## src/rtl/pci_cfg_port_bridge.sv

```systemverilog
module pci_cfg_port_bridge #(
  parameter logic [15:0] ADDR_PORT = 16'h0CF8,
  parameter logic [15:0] DATA_BASE = 16'h0CFC
) (
  input  logic        clk,
  input  logic        rst_n,
  input  logic        io_req,
  input  logic        io_wr,
  input  logic [15:0] io_addr,
  input  logic [2:0]  io_size,
  input  logic [31:0] io_wdata,
  output logic        io_ack,
  output logic [31:0] io_rdata,
  output logic        cfg_valid,
  output logic        cfg_write,
  output logic [7:0]  cfg_bus,
  output logic [4:0]  cfg_dev,
  output logic [2:0]  cfg_func,
  output logic [5:0]  cfg_reg,
  output logic [3:0]  cfg_be,
  output logic [31:0] cfg_wdata,
  input  logic        cfg_ready,
  input  logic [31:0] cfg_rdata
);

  logic [31:0] addr_q;
  logic [1:0]  lane_q;
  logic [3:0]  mask_q;
  logic [3:0]  mask;

  wire [1:0] lane     = io_addr[1:0];
  wire       hit_addr = (io_addr == ADDR_PORT) && (io_size == 3'd4);
  wire       hit_win  = (io_addr[15:2] == DATA_BASE[15:2]);
  wire       size_ok  = (io_size == 3'd1) ||
                        (io_size == 3'd2 && !lane[0]) ||
                        (io_size == 3'd4 && lane == 2'd0);
  wire       go_cfg   = hit_win && size_ok && addr_q[31];

  always_comb begin
    case (io_size)
      3'd1:    mask = 4'b0001;
      3'd2:    mask = 4'b0011;
      default: mask = 4'b1111;
    endcase
  end

  wire [31:0] shifted = cfg_rdata >> {lane_q, 3'b000};
  wire [31:0] keep    = {{8{mask_q[3]}}, {8{mask_q[2]}}, {8{mask_q[1]}}, {8{mask_q[0]}}};

  always_ff @(posedge clk) begin
    if (!rst_n) begin
      addr_q    <= '0;
      lane_q    <= '0;
      mask_q    <= '0;
      io_ack    <= 1'b0;
      io_rdata  <= '0;
      cfg_valid <= 1'b0;
      cfg_write <= 1'b0;
      cfg_bus   <= '0;
      cfg_dev   <= '0;
      cfg_func  <= '0;
      cfg_reg   <= '0;
      cfg_be    <= '0;
      cfg_wdata <= '0;
    end else begin
      io_ack <= 1'b0;
      if (cfg_valid) begin
        if (cfg_ready) begin
          cfg_valid <= 1'b0;
          io_ack    <= 1'b1;
          io_rdata  <= shifted & keep;
        end
      end else if (io_req) begin
        if (go_cfg) begin
          cfg_valid <= 1'b1;
          cfg_write <= io_wr;
          cfg_bus   <= addr_q[23:16];
          cfg_dev   <= addr_q[15:11];
          cfg_func  <= addr_q[10:8];
          cfg_reg   <= addr_q[7:2];
          cfg_be    <= mask << lane;
          cfg_wdata <= io_wdata << {lane, 3'b000};
          lane_q    <= lane;
          mask_q    <= mask;
        end else begin
          io_ack   <= 1'b1;
          io_rdata <= (hit_addr && !io_wr) ? addr_q : 32'hFFFF_FFFF;
          if (hit_addr && io_wr) addr_q <= io_wdata;
        end
      end
    end
  end

  AST_REQ_HOLD: assert property (@(posedge clk) disable iff (!rst_n)
    cfg_valid && !cfg_ready |=> cfg_valid && $stable(cfg_be) && $stable(cfg_reg) &&
                                $stable(cfg_bus) && $stable(cfg_wdata));
  AST_BE_SHAPE: assert property (@(posedge clk) disable iff (!rst_n)
    cfg_valid |-> (cfg_be inside {4'h1, 4'h2, 4'h4, 4'h8, 4'h3, 4'hC, 4'hF}));
  AST_ACK_AFTER_DONE: assert property (@(posedge clk) disable iff (!rst_n)
    cfg_valid && cfg_ready |=> io_ack && !cfg_valid);
  AST_BAD_SIZE_LOCAL: assert property (@(posedge clk) disable iff (!rst_n)
    io_req && !cfg_valid && hit_win && !size_ok |=> io_ack && !cfg_valid);
  AST_OFF_NO_REQ: assert property (@(posedge clk) disable iff (!rst_n)
    io_req && !cfg_valid && !addr_q[31] |=> io_ack && !cfg_valid);
  AST_BUSY_IGNORED: assert property (@(posedge clk) disable iff (!rst_n)
    io_req && cfg_valid && !cfg_ready |=> $stable(addr_q) && !io_ack);

endmodule

```

## config.mk

```make
export PLATFORM = sky130hd
export DESIGN_NAME = pci_cfg_port_bridge
export DESIGN_NICKNAME = d
export VERILOG_FILES = /design/src/rtl/pci_cfg_port_bridge.sv
export SDC_FILE = /design/constraint.sdc
export NUM_CORES = 1
export LEC_CHECK = 0
export BUFFER_PORTS_ARGS = -buffer_cell sky130_fd_sc_hd__buf_2
export CAP_MARGIN = 20
export CORE_ASPECT_RATIO = 1.25
export CORE_MARGIN = 2
export CORE_UTILIZATION = 56
export CTS_CLUSTER_DIAMETER = 50
export DETAILED_ROUTE_END_ITERATION = 10
export GPL_ROUTABILITY_DRIVEN = 1
export PLACE_DENSITY = 0.86
export SYNTH_ARGS = -nofsm -noshare
export SYNTH_HDL_FRONTEND = slang
export SYNTH_SLANG_ARGS = --single-unit
export TNS_END_PERCENT = 5
```

## constraint.sdc

```tcl
create_clock -name clk -period 3.3 [get_ports clk]
set_clock_uncertainty 0.05 [all_clocks]
set_input_delay 0 -clock clk [delete_from_list [all_inputs] [get_ports clk]]
set_output_delay 0 -clock clk [all_outputs]
set_load 0.01 [all_outputs]
```

==> results by group <==
Route
  • Via-to-Cell Ratio: roughly 6.1
  • Routed WL: 20200 um
  • Initial DRC count: 608
  • Via Count: around 6.4k
  • DRT Pass-1 Iters: 8
  • Routed wire per std cell: 19.1 um
  • Number of routed nets with antenna violations: 0
  • DRC: 0

Placed design
  • Hpwl dp: ~13000 um
  • Routability Congestion: 0.902
  • Placed insts: 985
  • Port Buf Inserts: 180

Pwr
  • Pwr Total: 3960 uW
  • Pwr per Cell Area: 494 nW/um2
  • VDD IR-drop max: between 0.3 and 0.4 mV
  • Leakage: 0.00321 uW

Global routing
  • GRT Overall Usage: 0.339
  • Vias in the first global route: 6124
  • Largest net degree at the start of global routing: roughly 100
  • First-pass GRT wire length: between 30000 and 40000 um
  • GRT overflow: 0
  • Initial antenna violation count: 0

Logic synthesis
  • Count leader, synth: nand2_1
  • Seq/Total Area, Yosys: 0.431
  • Post-synthesis mux area share: 0.0829
  • EDFF count, synth: 0
  • Synth area leader: dfxtp_1
  • Mapped Avg Cell Area: ~8.4 um2
  • FF+latch count, synth: 130
  • Synth cell types: between 40 and 50
  • Post-Synth XOR/XNOR Area: 0.00145
  • Post-Synth Adder-Cell Area: 0
  • Syn_nets: 809
  • Compound-Gate Fraction of Synth Area: 0.241
  • Most common flop cell mapped by yosys: dfxtp_1
  • Ys async rst share: 0
  • Post-synth top cells: nand2_1, dfxtp_1, a21oi_1
  • Post-synthesis cell area: 6040 um2
  • Main combinational cell family by area after synthesis: compound AO/OA/AOI/OAI gates
  • Synth top area share: 0.431
  • Synth area leaders: dfxtp_1, nand2_1, a21oi_1
  • Synth Warn #: 0
  • Simple-Gate Fraction of Synth Area: 0.190
  • Cell count after synthesis: between 700 and 800

Cells and area
  • Fin cells: 1060
  • Largest regs: addr_q x32, cfg_wdata x32, io_rdata x32
  • Layout area overhead: 32.8%
  • Fin nets: 1003
  • Ant. Diodes: 0
  • Share of layout cells above drive strength 1: 0.289

Clock tree
  • CTS H-tree depth: 4
  • CTS Sinks: 130
  • Cts repair resizes: 0
  • Max Buffers Root-to-Sink: 2
  • Skew-Pair Late Insertion Delay: 0.42 ns
  • Clock-pin slew on the worst setup and hold paths: 0.06 ns
  • CTS tree: yes
  • Setup bufs post-CTS: 0
  • Clock buffer count from CTS: 17
  • Hold_buf cts: 43
  • CTS root buf: clkbuf_16

Critical path
  • Critical Path Source Type: primary input
  • Slowest CP cell: a21oi_1
  • CP Class: primary input to flop
  • CP delay by family, top: compound AO/OA/AOI/OAI gates
  • Cell Chain, Critical Path: dlygate4sd3_1 > buf_2 > nor3b_1 > o21a_1 > o211ai_1 > buf_4 > a21oi_1 > mux2i_1
  • CP arrival: 2.65 ns
  • Critical Path End Type: flop
  • CP peak stage delay: 0.85 ns
  • Largest fanout on the critical path: 11
  • CP bufs+invs: 3
  • Data required, critical path: 3.59 ns
  • Cell count of the worst reg-to-reg path: 6
  • WP depth: 8

Min path
  • Hold Crit Class: primary input to flop
  • Hold Path Depth: 4

Timing
  • Count of final hold-check violations: 0
  • Total negative setup slack: 0 ns
  • Worst-margin pin slew: between 1 and 1.5 ns
  • Fin crit period: 2.35 ns
  • Period utilization: 0.713
  • Final setup fails: 0
  • Worst slew margin: 0.282
  • Slew Limit Fails: 0
  • F_max: 0.425 GHz
  • RSZ-0062 raised after global routing: false
  • Hold WS: 0.0212 ns

Die
  • Area of the die: 11600 um2
  • Starting density of the core: 0.572
  • Core area: 10600 um2
  • Chip height: between 100 and 150 um
  • Cell row count: 42
  • I/O pin total: 181
  • Chip width: 96.9 um

Run status
  • Status: complete, no violations

Job
  • MaxCap Viol Count: 0
-- power breakdown --
part,switching (uW),internal [uW]
combinational,197,153
clock,688,1300
sequential,16.4,1600
total,901,3060
-- worst register-to-register path: stages, from the launching register on --
cell and delay, ns:
dfxtp_1 0.55, nor2b_1 0.13, o21ai_1 0.10, nand2_1 0.06
buf_4 0.22, a21oi_1 0.85, mux2i_1 0.27
-- metal layers --
layer,routed length [um],GRT usage
met1,7630,0.403
met2,9530,0.547
met3,1760,0.0775
met4,1330,0.227
met5,0,0
-- cell usage in the layout, fill, tap and decap left out, types with 4 or more instances in the layout --
cell	netlist	routed
or3_1	8	8
nor3_1	9	9
mux2_2	16	16
a21oi_1	94	93
o211ai_2	6	6
nor3_2	4	4
clkinv_2	0	5
a221oi_2	5	5
nor2_1	36	36
clkbuf_16	0	17
buf_2	9	180
o21ai_0	16	16
a211oi_1	26	26
buf_4	2	17
a221oi_1	43	43
mux2i_1	32	32
dlygate4sd3_1	0	43
o2bb2ai_1	8	8
nor2b_1	11	11
clkbuf_8	0	6
nand3_1	9	9
nand2_1	170	170
dfxtp_1	130	130
-- cell families after synthesis --
family                 count (synthesis)
AO/OA/AOI/OAI                        210
buffers and inverters                 70
XOR/XNOR                               1
AND/OR/NAND/NOR                      262
multiplexers                          48
flip-flops                           130
-- layout make-up --
cell class	instances	area (um2)
clock buffer	23	508
clock inverter	9	125
fill	742	2550
inverter	4	16.3
multi-input combinational	521	3120
sequential	130	2600
tap	132	165
timing repair buffer	241	1480
-- through the flow --
step	util	setup WS, ns	cell area, um2
finish	0.759	0.946	8020
floorplan	-	1.46	6040
global route	0.759	0.758	8020
detailed placement	0.658	0.887	6950
CTS	0.759	0.966	8020
global placement	0.658	0.909	6950
-- worst paths after layout --
check | slack [ns] | start | end
worst max-delay path | 0.95 | io_size[2] | io_rdata[21]$_SDFFE_PN0P_
worst min-delay path | 0.02 | io_size[1] | mask_q[2]$_SDFFE_PN0P_
worst max register to register | 0.99 | cfg_valid$_SDFF_PN0_ | io_rdata[21]$_SDFFE_PN0P_
worst min register to register | 0.40 | cfg_reg[1]$_SDFFE_PN0P_ | cfg_reg[1]$_SDFFE_PN0P_
Power figures use the tool's default switching activity.
